`config.mk`:
```
export PLATFORM = sky130hd
export DESIGN_NAME = fracn_div_ctrl
export DESIGN_NICKNAME = d
export VERILOG_FILES = /design/src/rtl/fracn_pkg.sv /design/src/rtl/fracn_prescaler.sv /design/src/rtl/fracn_seq.sv /design/src/rtl/fracn_accum.sv /design/src/rtl/fracn_div_ctrl.sv
export SDC_FILE = /design/constraint.sdc
export NUM_CORES = 1
export LEC_CHECK = 0
export ABC_AREA = 1
export BUFFER_PORTS_ARGS = -buffer_cell sky130_fd_sc_hd__buf_4
export CORE_UTILIZATION = 50
export DETAILED_ROUTE_END_ITERATION = 10
export PLACE_DENSITY_LB_ADDON = 0.2
export RECOVER_POWER = 100
export SETUP_SLACK_MARGIN = 0.15
export SLEW_MARGIN = 20
export SYNTH_ARGS = -nofsm -noshare
export SYNTH_HDL_FRONTEND = slang
export SYNTH_SLANG_ARGS = --single-unit
export TNS_END_PERCENT = 100
```
`constraint.sdc`:
```
create_clock -name clk -period 4.6 [get_ports clk]
set_input_delay 0.23 -clock clk [delete_from_list [all_inputs] [get_ports clk]]
set_output_delay 0.23 -clock clk [all_outputs]
set_load 0.1 [all_outputs]
```
`src/rtl/fracn_pkg.sv`:
```
`timescale 1ns/1ps
// Shared types and constants for the fractional-N divider controller.
// Assumes the four prescaler ratios are fixed at 64/65/68/73.
package fracn_pkg;
    localparam int RATIO_W = 7;
    localparam int NM1_W   = 12;
    localparam int NM2_W   = 8;
    localparam int NM34_W  = 4;
    localparam int NF_W    = 3;
    localparam int FRD_W   = 3;
    localparam int CNT_W   = NM1_W + 1;

    localparam logic [RATIO_W-1:0] RATIO_A = 7'd64;
    localparam logic [RATIO_W-1:0] RATIO_B = 7'd65;
    localparam logic [RATIO_W-1:0] RATIO_C = 7'd68;
    localparam logic [RATIO_W-1:0] RATIO_D = 7'd73;

    typedef enum logic [1:0] {
        PT_A_D   = 2'b00,
        PT_A_B   = 2'b01,
        PT_A_C   = 2'b10,
        PT_ALL   = 2'b11
    } ptype_e;

    typedef enum logic [1:0] {
        SEG_A = 2'd0,
        SEG_B = 2'd1,
        SEG_C = 2'd2,
        SEG_D = 2'd3
    } seg_e;

    typedef struct packed {
        ptype_e              ptype;
        logic [NM1_W-1:0]    nm1;
        logic [NM2_W-1:0]    nm2;
        logic [NM34_W-1:0]   nm3;
        logic [NM34_W-1:0]   nm4;
        logic [NF_W-1:0]     nf;
        logic                mod8;
    } div_cfg_t;

    localparam div_cfg_t CFG_RESET = '{ptype: PT_A_B, nm1: '0, nm2: '0,
                                       nm3: '0, nm4: '0, nf: '0, mod8: 1'b0};

    // Prescaler ratio for a segment.
    function automatic logic [RATIO_W-1:0] seg_ratio(seg_e s);
        case (s)
            SEG_A:   return RATIO_A;
            SEG_B:   return RATIO_B;
            SEG_C:   return RATIO_C;
            default: return RATIO_D;
        endcase
    endfunction
endpackage

```
`src/rtl/fracn_prescaler.sv`:
```
`timescale 1ns/1ps
// Behavioural multi-ratio prescaler: counts input clocks down and ticks
// on the last clock of each prescaler cycle. The ratio of the following
// cycle is sampled on that tick. Assumes ratio_nxt >= 2.
module fracn_prescaler #(
    parameter int RW        = fracn_pkg::RATIO_W,
    parameter int RST_RATIO = 64
) (
    input  logic          clk,
    input  logic          rst_n,
    input  logic          en,
    input  logic [RW-1:0] ratio_nxt,
    output logic          tick
);
    logic [RW-1:0] pc_q;

    assign tick = en && (pc_q == '0);

    // Down-counter over one prescaler cycle, reloaded on the tick.
    always_ff @(posedge clk) begin
        if (!rst_n)
            pc_q <= RW'(RST_RATIO - 1);
        else if (en)
            pc_q <= (pc_q == '0) ? ratio_nxt - 1'b1 : pc_q - 1'b1;
    end
endmodule

```
`src/rtl/fracn_seq.sv`:
```
`timescale 1ns/1ps
// Segment sequencer: walks the 64, 65, 68 and 73 blocks of one main cycle
// in that order, skipping those the type code or an empty 65 count
// leaves out. It stretches the last 64-cycle when asked and flags the
// cycle end. Advances only on prescaler ticks.
module fracn_seq
    import fracn_pkg::*;
(
    input  logic               clk,
    input  logic               rst_n,
    input  logic               tick,
    input  ptype_e             ptype,
    input  logic [NM2_W-1:0]   nm2,
    input  logic [NM34_W-1:0]  nm3,
    input  logic [NM34_W-1:0]  nm4,
    input  logic [NM1_W-1:0]   nm1_new,
    input  logic               stretch,
    output logic [RATIO_W-1:0] ratio_nxt,
    output logic               cycle_end,
    output logic               in_win
);
    seg_e             seg_q, seg_n;
    logic [CNT_W-1:0] cnt_q, cnt_n;
    logic [NM2_W-1:0] nm2_use;
    logic             has_b, has_c, has_d;
    logic             last_in_seg, to_b, to_c, to_d, wrap;

    // Which blocks exist and where the walk goes after the current block.
    always_comb begin
        nm2_use     = (ptype == PT_A_C || ptype == PT_ALL) ? {4'b0, nm2[3:0]} : nm2;
        has_b       = (nm2_use != '0);
        has_c       = (ptype == PT_A_C || ptype == PT_ALL);
        has_d       = (ptype == PT_ALL || ptype == PT_A_D);
        last_in_seg = (cnt_q == CNT_W'(1));
        to_b        = (seg_q == SEG_A) && has_b;
        to_c        = !to_b && (seg_q == SEG_A || seg_q == SEG_B) && has_c;
        to_d        = !to_b && !to_c && (seg_q != SEG_D) && has_d;
        wrap        = !to_b && !to_c && !to_d;
        cycle_end   = tick && last_in_seg && wrap;
    end

    // Next block, its prescaler-cycle count and the next prescaler ratio.
    always_comb begin
        seg_n     = seg_q;
        cnt_n     = cnt_q - 1'b1;
        ratio_nxt = seg_ratio(seg_q);
        if (!last_in_seg) begin
            if (seg_q == SEG_A && cnt_q == CNT_W'(2) && stretch)
                ratio_nxt = RATIO_B;
        end else begin
            if (to_b) begin
                seg_n = SEG_B;
                cnt_n = CNT_W'(nm2_use);
            end else if (to_c) begin
                seg_n = SEG_C;
                cnt_n = CNT_W'(nm3) + 1'b1;
            end else if (to_d) begin
                seg_n = SEG_D;
                cnt_n = CNT_W'(nm4) + 1'b1;
            end else begin
                seg_n = SEG_A;
                cnt_n = CNT_W'(nm1_new) + CNT_W'(2);
            end
            ratio_nxt = seg_ratio(seg_n);
        end
    end

    // Block state register, moves once per prescaler cycle.
    always_ff @(posedge clk) begin
        if (!rst_n) begin
            seg_q <= SEG_A;
            cnt_q <= CNT_W'(2);
        end else if (tick) begin
            seg_q <= seg_n;
            cnt_q <= cnt_n;
        end
    end

    assign in_win = (seg_q == SEG_A);
endmodule

```
`src/rtl/fracn_accum.sv`:
```
`timescale 1ns/1ps
// Fractional accumulator, modulo 5 or 8, stepped once per main cycle.
// Reports whether the pending end-of-cycle add will overflow. Assumes
// the modulus only changes together with a clear.
module fracn_accum
    import fracn_pkg::*;
(
    input  logic             clk,
    input  logic             rst_n,
    input  logic             en,
    input  logic             step,
    input  logic             clear,
    input  logic [NF_W-1:0]  nf,
    input  logic             mod8,
    output logic [FRD_W-1:0] frd,
    output logic             stretch
);
    logic [FRD_W-1:0] acc_q;
    logic [NF_W-1:0]  nf_eff;
    logic [FRD_W:0]   sum, q_val;

    // Fold the step into range and form the next sum.
    always_comb begin
        nf_eff  = (!mod8 && nf >= NF_W'(5)) ? nf - NF_W'(5) : nf;
        q_val   = mod8 ? (FRD_W+1)'(8) : (FRD_W+1)'(5);
        sum     = {1'b0, acc_q} + {1'b0, nf_eff};
        stretch = (sum >= q_val);
    end

    // Accumulator register, updated on the cycle-end edge.
    always_ff @(posedge clk) begin
        if (!rst_n)
            acc_q <= '0;
        else if (en && step)
            acc_q <= clear ? '0 : (stretch ? FRD_W'(sum - q_val) : sum[FRD_W-1:0]);
    end

    assign frd = acc_q;
endmodule

```
`src/rtl/fracn_div_ctrl.sv`:
```
`timescale 1ns/1ps
// Fractional-N multi-modulus divider controller (top). Holds the active
// and pending settings and swaps them on the cycle-end edge only. Ties
// prescaler, sequencer and accumulator together. Assumes all inputs are
// synchronous to clk.
module fracn_div_ctrl
    import fracn_pkg::*;
(
    input  logic              clk,
    input  logic              rst_n,
    input  logic              en,
    input  logic              load_req,
    input  logic [1:0]        cfg_type,
    input  logic [11:0]       cfg_nm1,
    input  logic [7:0]        cfg_nm2,
    input  logic [3:0]        cfg_nm3,
    input  logic [3:0]        cfg_nm4,
    input  logic [2:0]        cfg_nf,
    input  logic              cfg_mod8,
    output logic              div_pulse,
    output logic [2:0]        frd,
    output logic              sync_win
);
    div_cfg_t             cfg_in, act_q, pend_q;
    logic                 pend_vld_q;
    logic                 tick, cycle_end, apply, clear, stretch, in_win;
    logic [RATIO_W-1:0]   ratio_nxt;
    logic [NM1_W-1:0]     nm1_new;

    // Pack the settings inputs.
    always_comb begin
        cfg_in.ptype = ptype_e'(cfg_type);
        cfg_in.nm1   = cfg_nm1;
        cfg_in.nm2   = cfg_nm2;
        cfg_in.nm3   = cfg_nm3;
        cfg_in.nm4   = cfg_nm4;
        cfg_in.nf    = cfg_nf;
        cfg_in.mod8  = cfg_mod8;
    end

    assign apply   = cycle_end && pend_vld_q;
    assign nm1_new = apply ? pend_q.nm1 : act_q.nm1;
    assign clear   = apply && (pend_q.mod8 != act_q.mod8);

    // Pending set: a new request overwrites, application empties it.
    always_ff @(posedge clk) begin
        if (!rst_n) begin
            pend_q     <= CFG_RESET;
            pend_vld_q <= 1'b0;
        end else if (load_req) begin
            pend_q     <= cfg_in;
            pend_vld_q <= 1'b1;
        end else if (apply) begin
            pend_vld_q <= 1'b0;
        end
    end

    // Active set: replaced only on the cycle-end edge.
    always_ff @(posedge clk) begin
        if (!rst_n)
            act_q <= CFG_RESET;
        else if (apply)
            act_q <= pend_q;
    end

    fracn_prescaler #(.RW(RATIO_W), .RST_RATIO(64)) u_pre (
        .clk       (clk),
        .rst_n     (rst_n),
        .en        (en),
        .ratio_nxt (ratio_nxt),
        .tick      (tick)
    );

    fracn_seq u_seq (
        .clk       (clk),
        .rst_n     (rst_n),
        .tick      (tick),
        .ptype     (act_q.ptype),
        .nm2       (act_q.nm2),
        .nm3       (act_q.nm3),
        .nm4       (act_q.nm4),
        .nm1_new   (nm1_new),
        .stretch   (stretch),
        .ratio_nxt (ratio_nxt),
        .cycle_end (cycle_end),
        .in_win    (in_win)
    );

    fracn_accum u_acc (
        .clk     (clk),
        .rst_n   (rst_n),
        .en      (en),
        .step    (cycle_end),
        .clear   (clear),
        .nf      (act_q.nf),
        .mod8    (act_q.mod8),
        .frd     (frd),
        .stretch (stretch)
    );

    assign div_pulse = cycle_end;
    assign sync_win  = in_win;
endmodule

```
Word level (Yosys, flattened, before mapping)
Cells that the tools add are included.

Add/sub/neg operators: 9. Multipliers: 0. Divide/modulo/power cells: 0. Magnitude comparators: 2. Eq/ne operators: 10. Shifts and indexed selects: 0. Multiplexer cells: 21. Bitwise operators: 0. Reductions and logical operators: 30.

Operators by type and width (count): 13-bit two-way mux (4); 4-bit case mux with 3 select lines (2); 1-bit logical AND (16); 7-bit two-way mux (2); 7-bit by 1-bit subtractor with 7-bit output (second input constant) (2); 12-bit by 2-bit adder with 13-bit output (second input constant) (1); 13-bit by 1-bit == test with 1-bit output (second input constant) (1); 13-bit by 2-bit == test with 1-bit output (second input constant) (1); 13-bit by 1-bit subtractor with 13-bit output (second input constant) (1); 12-bit two-way mux (1); 4-bit by 1-bit adder with 5-bit output (second input constant) (2); 3-bit two-way mux (3); 2-bit == test (second input constant) (4); 2-bit two-way mux (4); 4-bit two-way mux (2); 8-bit two-way mux (1); 8-bit nonzero test (1); 7-bit logical NOT (1); 2-bit logical NOT (3); 3-bit by 3-bit adder with 4-bit output (1); 2-bit by 1-bit == test with 1-bit output (second input constant) (2); 4-bit greater-or-equal comparator (1); 1-bit logical NOT (4); 3-bit greater-or-equal comparator (second input constant) (1); 8 further kinds (11).

Register bits after elaboration: 94. Bits in latches: 0. RAM bits: 0. ROM bits: 0. Memories: 0.

Longest topological paths before layout
Gate-level depths: netlist of the first run.

Depth after elaboration: 22. Depth in mapped cells: 22. Mapped depth without buffers: 22.

Hierarchy
From an unflattened synthesis of the first run, not the netlist that was laid out.

Cells, all modules: 803. Area, all modules: 5427.7 µm².

Modules (own cells, without submodules): fracn_div_ctrl (instances 1, cells an instance 393, area each 2702.6 µm², seq. area each 1381.3 µm²); fracn_seq (instances 1, cells an instance 265, area each 1661.6 µm², seq. area each 300.3 µm²); fracn_prescaler (instances 1, cells an instance 83, area each 589.3 µm², seq. area each 140.1 µm²); fracn_accum (instances 1, cells an instance 62, area each 474.2 µm², seq. area each 60.1 µm²).

Least setup slack after synthesis of the first run
No wires, ideal clock.

Path type: reg2reg. Start: register act_q[2] in the netlist's numbering. End: register u_pre.pc_q[6]. Setup time: 0.115 ns. Arrival: 3.812 ns. Required time: 4.485 ns. Slack: 0.673 ns. Stages on the path, launching flop included: 21. Path buffers: 0. Clock period less this slack: 3.927 ns. Path through: dfxtp_1 -> inv_1 -> ha_1 -> o311ai_0 -> xor2_1 -> ha_1 -> fa_1 -> xor2_1 -> ha_1 -> a21oi_1 -> nand2_1 -> a21oi_1 -> inv_1 -> a31o_2 -> a31oi_2 -> ha_1 -> nand3_1 -> nor2_1 -> nand2_1 -> a21oi_1 -> nor2_1.

Cells in the longest elaborated chain, start to end: 10.

RTL lines: from (decl) (line fracn_div_ctrl.sv:24) `div_cfg_t cfg_in, act_q, pend_q;`; from (signal assigned) (line fracn_div_ctrl.sv:63) `act_q <= pend_q;`; 3-bit greater-or-equal comparator (line fracn_accum.sv:24) `nf_eff = (!mod8 && nf >= NF_W'(5)) ? nf - NF_W'(5) : nf;`; 1-bit logical AND (line fracn_accum.sv:24); 3-bit two-way mux (*) (line fracn_accum.sv:24); 3-bit by 3-bit adder with 4-bit output (*) (line fracn_accum.sv:26) `sum = {1'b0, acc_q} + {1'b0, nf_eff};`; 4-bit greater-or-equal comparator (*) (line fracn_accum.sv:27) `stretch = (sum >= q_val);`; 1-bit logical AND (*) (line fracn_seq.sv:48) `if (seg_q == SEG_A && cnt_q == CNT_W'(2) && stretch)`; 4-bit two-way mux (*) (line fracn_seq.sv:48); 7-bit two-way mux (*) (line fracn_seq.sv:47) `if (!last_in_seg) begin`; 7-bit by 1-bit subtractor with 7-bit output (*) (line fracn_prescaler.sv:24) `pc_q <= (pc_q == '0) ? ratio_nxt - 1'b1 : pc_q - 1'b1;`; 7-bit two-way mux (*) (line fracn_prescaler.sv:24); to (signal assigned) (line fracn_prescaler.sv:22) `pc_q <= RW'(RST_RATIO - 1);`; to (signal assigned) (line fracn_prescaler.sv:24); to (decl) (line fracn_prescaler.sv:15) `logic [RW-1:0] pc_q;`.

Mark *: on every way between the ends. The rest lies on a longest branch, timed or not. A chain may end at the register's enable or synchronous reset.

Worst setup path after layout of the first run
Same ends and word-level chain as after synthesis.

==> results by group, run 1 <==
Logic synthesis
  – Synth Area per Inst: 7.10 um2
  – Cells taking the most area after synthesis: sky130_fd_sc_hd__dfxtp_1 39%, sky130_fd_sc_hd__o21ai_0 9.2%, sky130_fd_sc_hd__nand2_1 7.8%, sky130_fd_sc_hd__a21oi_1 7.0%, sky130_fd_sc_hd__nor2_1 6.9%
  – Cell taking the most area after synthesis: sky130_fd_sc_hd__dfxtp_1
  – Library cells used by synthesis: 42
  – Asr flop ratio synth: 0%
  – Number of warning messages in the yosys log: 0
  – Area of the mapped netlist: 4840 um2
  – Commonest cells in the synthesized netlist: 100 x sky130_fd_sc_hd__nand2_1, 94 x sky130_fd_sc_hd__dfxtp_1, 89 x sky130_fd_sc_hd__nor2_1, 89 x sky130_fd_sc_hd__o21ai_0, 74 x sky130_fd_sc_hd__inv_1
  – Register bit count reported by yosys: 94
  – Cell with the most instances after synthesis: sky130_fd_sc_hd__nand2_1
  – Number of nets in the synthesized netlist: 739
  – Portion of the post-synthesis area used by sequential elements: 38.9%
  – Cell count after synthesis: 682
  – Leading register cell type out of synthesis: sky130_fd_sc_hd__dfxtp_1
  – Top-area cell type share of the netlist area: 38.9%
  – Number of flops mapped to enable cells by yosys: 0

Pwr
  – Power Dens Cells: 290 nW/um2
  – Overall Power: 1.56 mW
  – Leakage dissipation: 2.36 nW
  – Highest ir drop seen on vdd: 0.151 mV

Timing
  – Post-route minimum period: 4.14 ns
  – Final sum of negative setup slack: 0 ns
  – Slew HR: 22.0%
  – Maximum clock frequency: 242 MHz
  – Number of hold-slack violations in the final timing report: 0
  – Number of pins exceeding their max-slew limit in the final report: 0
  – Total setup violations reported at the end of the flow: 0
  – Share of the clock period used by the worst path: 89.9%
  – Skew final: 0.0156 ns
  – Unrepaired setup endpoints after global routing: no
  – Actual transition at the worst max-transition pin: 1.18 ns

Detailed routing
  – Number of remaining DRC errors: 0
  – Via count: 4452
  – Number of search-and-repair iterations in the first detailed-routing pass: 5
  – Vias per inst: 5.28
  – DRT Wirelength: 11200 um
  – DR WL/cell: 13.2 um
  – Iteration-0 DRC Markers: 258
  – Antenna violation net count after detailed routing: 0

Global route
  – Global route total overflow: 0
  – Wire length of the first global-routing pass: 19100 um
  – GR Layer Usage met1: 31.2%
  – Met2 GRT Util: 38.7%
  – Pin count of the biggest net entering global routing: 72
  – Global-route layer with the greatest usage: met2
  – Total Routing Usage GR: 23.7%
  – GR Layer Usage met3: 3.76%
  – Number of antenna violations at the first check in global routing: 0
  – Vias in the first global route: 4210

Clock network
  – Clock Sinks: 94
  – Post-CTS Setup Inserts: 0
  – Clock latency on the worst-skew pair: 0.37 ns
  – Worst-case clock buffer depth: 2
  – Clock root buffer master: sky130_fd_sc_hd__clkbuf_8
  – Reg clk slew, reported paths: 0.10 ns
  – CTS HTree Levels: 3
  – Number of CTS-inserted buffers: 9
  – CTS tree: built

Cells and area
  – Fraction of final layout cells with drive strength greater than 1: 10.4%
  – Final core occ: 57.8%
  – Footprint of the flip-flops and latches: 1880 um2
  – Area of the multi-input gates: 2520 um2
  – Fill cell instance count of the final layout: 925
  – Non-filler cells in the finished layout: 843
  – Final Net Count: 766
  – Growth of design area from synthesis to finish: 11.4%
  – Number of antenna diodes: 0

Placed design
  – Post-DP HPWL: 7970 um
  – Routability congestion estimate: 0.905
  – Post-Place Cells: 827
  – Port Buf Inserts: 42

Run
  – Count of max-cap constraint violations: 0

Critical path
  – Biggest fanout along the worst timing path: 5
  – Setup CP Type: flop to flop
  – Flop-to-flop setup slack: 0.46 ns
  – Startpoint of the most critical register-to-register path: act_q[2]$_SDFFE_PN0N_
  – Startpoint kind of the worst setup timing path: flop
  – Worst R2R Path Depth: 20
  – Critical path required time: 4.88 ns
  – Critical R2R Capture: u_pre.pc_q[6]$_SDFFE_PN0P_
  – Capturing element type of the critical path: flop
  – Worst path arrival time: 4.41 ns

Floorplanning
  – Die X-Extent: 100 um
  – Starting density of the core: 51.9%
  – Top Ports: 43
  – Chip Height: 100 um
  – Area enclosed by the die boundary: 10100 um2
  – Core Rows: 35
  – Core area: 9330 um2

Run status
  – Run status: complete, no violations

Hold path
  – Cell depth of the worst hold path: 3
  – Hold path startpoint: cfg_type[0]
  – Endpoint, Worst Hold: pend_q[32]$_SDFFE_PN1P_
  – Type of the tightest min-delay check: input port to flop
## stage by stage
step	hold WS (ns)	setup slack (ns)	instance area, um2
2_1_floorplan	0.346	0.673	4840
3_3_place_gp	0.437	0.447	5210
3_5_place_dp	0.445	0.164	5210
4_1_cts	0.0600	0.159	5440
5_1_grt	0.0766	0.119	5390
6_report	0.0722	0.464	5390
## layout make-up
type                       instances  share of cell area, %
clock buffer                      10                   2.55
clock inverter                     6                   1.72
inverter                          80                   5.57
multi-input combinational        480                   46.7
sequential                        94                   34.9
tap                              129                   2.99
timing repair buffer              44                   5.57
## critical path, cell delays in order, from the launching register on
cell and delay, ns:
sky130_fd_sc_hd__dfxtp_1 0.41, sky130_fd_sc_hd__inv_1 0.10, sky130_fd_sc_hd__ha_1 0.22, sky130_fd_sc_hd__o311ai_4 0.27, sky130_fd_sc_hd__xor2_1 0.11, sky130_fd_sc_hd__ha_1 0.23, sky130_fd_sc_hd__fa_1 0.42, sky130_fd_sc_hd__xor2_2 0.21
sky130_fd_sc_hd__ha_1 0.33, sky130_fd_sc_hd__a21oi_1 0.15, sky130_fd_sc_hd__nand2_1 0.06, sky130_fd_sc_hd__a21oi_1 0.22, sky130_fd_sc_hd__inv_2 0.11, sky130_fd_sc_hd__a31o_2 0.22, sky130_fd_sc_hd__a31oi_2 0.22, sky130_fd_sc_hd__ha_1 0.22
sky130_fd_sc_hd__nand3_1 0.12, sky130_fd_sc_hd__nor2_2 0.15, sky130_fd_sc_hd__nand2_1 0.09, sky130_fd_sc_hd__a21oi_1 0.12, sky130_fd_sc_hd__nor2_1 0.06
## cells by family (layout without fill, tap and decap cells)
logic type | count (synthesis) | in the layout | synth area share (%)
simple gates | 259 | 259 | 23.9
flops | 94 | 94 | 38.9
compound gates | 191 | 191 | 21.4
fa+ha+maj | 19 | 19 | 5.07
buf+inv | 108 | 140 | 8.74
xor+xnor | 11 | 11 | 1.99
## power breakdown
part	internal [mW]	switching, mW
sequential	0.837	0.0129
combinational	0.0378	0.0476
clock	0.324	0.305
## per-layer routing
| layer | vias to the layer above | share of wire, % |
|---|---|---|
| li1 | 2300 | - |
| met1 | 2044 | 48 |
| met2 | 86 | 46 |
| met3 | 22 | 3.3 |
| met4 | 0 | 2.3 |
| met5 | - | 0 |
## layout by cell type, fill, tap and decap left out, types with 2 or more instances in the layout
cell	instances
sky130_fd_sc_hd__a21oi_1	68
sky130_fd_sc_hd__a31oi_1	7
sky130_fd_sc_hd__buf_4	36
sky130_fd_sc_hd__bufinv_16	2
sky130_fd_sc_hd__clkbuf_1	8
sky130_fd_sc_hd__clkbuf_8	10
sky130_fd_sc_hd__clkinvlp_4	2
sky130_fd_sc_hd__dfxtp_1	94
sky130_fd_sc_hd__ha_1	18
sky130_fd_sc_hd__inv_1	75
sky130_fd_sc_hd__inv_2	4
sky130_fd_sc_hd__nand2_1	102
sky130_fd_sc_hd__nand2_2	5
sky130_fd_sc_hd__nand3_1	37
sky130_fd_sc_hd__nand3b_1	2
sky130_fd_sc_hd__nand4_1	4
sky130_fd_sc_hd__nor2_1	93
sky130_fd_sc_hd__nor2_2	4
sky130_fd_sc_hd__nor3_1	4
sky130_fd_sc_hd__o211ai_1	9
sky130_fd_sc_hd__o21ai_0	94
sky130_fd_sc_hd__o21ai_1	3
sky130_fd_sc_hd__o22ai_1	2
sky130_fd_sc_hd__xnor2_1	3
sky130_fd_sc_hd__xor2_1	7
## sequential cells by signal, summed over array words and instances (netlist names)
| signal | count |
|---|---|
| u_pre.pc_q | 7 |
| pend_vld_q | 1 |
| u_seq.seg_q | 2 |
| act_q | 34 |
| pend_q | 34 |
| u_acc.frd | 3 |
| u_seq.cnt_q | 13 |
## what timing repair did
action / CTS / global route
setup endpoints to repair: 0 / 2
hold buffers: 0 / 0
gates resized for setup: 0 / 7
## worst max-delay path by stage
stage                     startpoint                          to
6_report       act_q[2]$_SDFFE_PN0N_  u_pre.pc_q[6]$_SDFFE_PN0P_
5_1_grt        act_q[2]$_SDFFE_PN0N_  u_pre.pc_q[6]$_SDFFE_PN0P_
4_1_cts        act_q[2]$_SDFFE_PN0N_  u_pre.pc_q[6]$_SDFFE_PN0P_
3_5_place_dp   act_q[2]$_SDFFE_PN0N_  u_pre.pc_q[6]$_SDFFE_PN0P_
3_3_place_gp   act_q[2]$_SDFFE_PN0N_  u_pre.pc_q[6]$_SDFFE_PN0P_
2_1_floorplan  act_q[2]$_SDFFE_PN0N_  u_pre.pc_q[6]$_SDFFE_PN0P_
Power figures use the tool's default switching activity.
==> run 2, diff against run 1 <==
RECOVER_POWER = default   (was 100)
==> results by group, run 2 (synthesis gave the netlist of run 1 again) <==
Run status
  – Run status: complete, no violations

Hold path
  – Type of the tightest min-delay check: input port to flop

Critical path
  – Critical Path Most Common Cell: sky130_fd_sc_hd__ha_1
  – Startpoint kind of the worst setup timing path: flop
  – Biggest fanout along the worst timing path: 5 (unchanged)
  – Setup CP Type: flop to flop
  – Library cell contributing the largest single delay on the critical path: sky130_fd_sc_hd__fa_1
  – Worst path arrival time: 4.36 ns (-0.05 ns)
  – Critical Path Max Stage Delay: 0.42 ns (about the same)
  – CP cell instances: inv_1 -> ha_1 -> o311ai_4 -> xor2_1 -> ha_1 -> fa_1 -> xor2_2 -> ha_1 -> a21oi_1 -> nand2_1 -> a21oi_2 -> inv_2 -> a31o_2 -> a31oi_2 -> ha_1 -> nand3_1 -> nor2_2 -> nand2_1 -> a21oi_1 -> nor2_1
  – Capturing element type of the critical path: flop
  – Critical path required time: 4.87 ns (about the same)

Cells and area
  – Leading cell types in the layout, fill and taps excluded: 100 x sky130_fd_sc_hd__nand2_1, 94 x sky130_fd_sc_hd__dfxtp_1, 89 x sky130_fd_sc_hd__o21ai_0
  – Final Net Count: 766 (unchanged)
  – Fraction of final layout cells with drive strength greater than 1: 13.6% (+3.2 points)
  – Registers with the highest flip-flop counts: act_q x34, pend_q x34, u_seq.cnt_q x13
  – Growth of design area from synthesis to finish: 13.0%
  – Number of antenna diodes: 0 (unchanged)
  – Fill cell instance count of the final layout: 913 (-1.3%)
  – Leading cell type in the layout, fill and taps excluded: sky130_fd_sc_hd__nand2_1

Placed design
  – Port Buf Inserts: 42 (unchanged)
  – Post-DP HPWL: 7970 um (unchanged)
  – Routability congestion estimate: 0.905 (unchanged)

Detailed routing
  – Number of search-and-repair iterations in the first detailed-routing pass: 5 (unchanged)
  – Vias per inst: 5.29 (+0.13%)
  – Length of routed wiring on met1: 5320 um (-0.65%)
  – Length of routed met2 wiring: 5160 um (-0.27%)
  – Via count: 4458 (+0.13%)
  – Number of remaining DRC errors: 0 (unchanged)
  – Antenna violation net count after detailed routing: 0 (unchanged)
  – Iteration-0 DRC Markers: 289 (+12%)
  – DR WL/cell: 13.2 um (-0.16%)
  – DRT Wirelength: 11100 um (-0.16%)
  – Top metal layer carrying routed signals: met4
  – Met3 WL: 388 um (+4.6%)

Timing
  – Total setup violations reported at the end of the flow: 0 (unchanged)
  – Actual transition at the worst max-transition pin: 0.836 ns (-0.340 ns)
  – Number of hold-slack violations in the final timing report: 0 (unchanged)
  – Skew final: 0.0139 ns (-0.00166 ns)
  – Number of pins exceeding their max-slew limit in the final report: 0 (unchanged)
  – Final sum of negative setup slack: 0 ns (unchanged)
  – Post-route minimum period: 4.08 ns (-0.0517 ns)
  – Share of the clock period used by the worst path: 88.8% (-1.1 points)
  – Slew HR: 44.2% (+22 points)
  – Maximum clock frequency: 245 MHz (+1.3%)
  – Unrepaired setup endpoints after global routing: no

Clock network
  – Reg clk slew, reported paths: 0.10 ns (about the same)
  – Worst-case clock buffer depth: 2 (unchanged)
  – Clock Sinks: 94 (unchanged)
  – Clock latency on the worst-skew pair: 0.37 ns (about the same)
  – CTS resizes: 0 (unchanged)
  – CTS HTree Levels: 3 (unchanged)
  – Clock root buffer master: sky130_fd_sc_hd__clkbuf_8
  – Number of CTS-inserted buffers: 9 (unchanged)
  – CTS tree: built
  – Count of hold-fix buffers inserted at cts: 0 (unchanged)
  – Post-CTS Setup Inserts: 0 (unchanged)

Floorplanning
  – Top Ports: 43 (unchanged)
  – Core Rows: 35 (unchanged)
  – Starting density of the core: 51.9% (unchanged)
  – Chip Height: 100 um (unchanged)
  – Die X-Extent: 100 um (unchanged)
  – Area enclosed by the die boundary: 10100 um2 (unchanged)
  – Core area: 9330 um2 (unchanged)

Global route
  – Wire length of the first global-routing pass: 19100 um (unchanged)
  – Vias in the first global route: 4210 (unchanged)
  – Global route total overflow: 0 (unchanged)
  – Total Routing Usage GR: 23.7% (unchanged)
  – Number of antenna violations at the first check in global routing: 0 (unchanged)
  – Pin count of the biggest net entering global routing: 72 (unchanged)

Pwr
  – Highest ir drop seen on vdd: 0.152 mV (about the same)
  – Overall Power: 1.57 mW (about the same)
  – Leakage dissipation: 2.39 nW (+1.5%)
  – Power Dens Cells: 286 nW/um2 (-1.4%)

Run
  – Count of max-cap constraint violations: 0 (unchanged)
-- run 2: cell types whose count changed in the layout (fill, tap and decap cells not counted), moves of 3 or more --
cell                       change
sky130_fd_sc_hd__buf_4         +8
sky130_fd_sc_hd__clkbuf_1      -8
sky130_fd_sc_hd__inv_2         +3
sky130_fd_sc_hd__nor2_1        -5
sky130_fd_sc_hd__nor2_2        +3
sky130_fd_sc_hd__o21ai_0       -5
sky130_fd_sc_hd__o21ai_1       +3
-- run 2: final timing paths --
kind                                      to  slack, ns              startpoint  depth (start not counted)
setup / recovery  u_pre.pc_q[6]$_SDFFE_PN0P_       0.52   act_q[2]$_SDFFE_PN0N_                         20
hold / removal       pend_q[32]$_SDFFE_PN1P_       0.07             cfg_type[0]                          3
setup reg to reg  u_pre.pc_q[6]$_SDFFE_PN0P_       0.52   act_q[2]$_SDFFE_PN0N_                         20
hold reg to reg        act_q[5]$_SDFFE_PN0N_       0.46  pend_q[5]$_SDFFE_PN0P_                          2
-- run 2: cell type report --
type                    count  area [um2]  share of cell area, %
clock buffers              10         138                   2.52
clock inverters             6        92.6                   1.69
well taps                 129         161                   2.95
inverters                  80         300                   5.49
flip-flops and latches     94        1880                   34.4
repair buffers             44         330                   6.04
multi-input cells         480        2570                   46.9
-- run 2: worst max-delay path: cells and delay by family, from the launching register on --
kind	cells	cell delay, ns
adders and majority gates	5	1.43
AOI/OAI and AO/OA	6	1.15
and+or+nand+nor	5	0.48
DFF	1	0.41
xor gates and xnor gates	2	0.33
buffers and inverters	2	0.19
-- run 2: through the flow --
step	setup slack, ns	util, %	std cells	instance area [um2]	hold WS (ns)
2_1_floorplan	0.673	-	682	4840	0.346
6_report	0.515	58.7	843	5470	0.0716
3_5_place_dp	0.164	55.9	827	5210	0.445
5_1_grt	0.199	58.7	843	5470	0.0766
3_3_place_gp	0.447	55.9	827	5210	0.437
4_1_cts	0.159	58.3	843	5440	0.0600
-- run 2: layer usage --
metal | global-route usage [%] | vias up
li1 | - | 2297
met1 | 31.2 | 2043
met2 | 38.7 | 96
met3 | 3.76 | 22
met4 | 9.36 | 0
met5 | 0 | -
-- run 2: power by group --
part | internal, mW | switching, mW
Sequential | 0.837 | 0.0130
Clock | 0.324 | 0.305
Combinational | 0.0385 | 0.0482
Total | 1.20 | 0.366
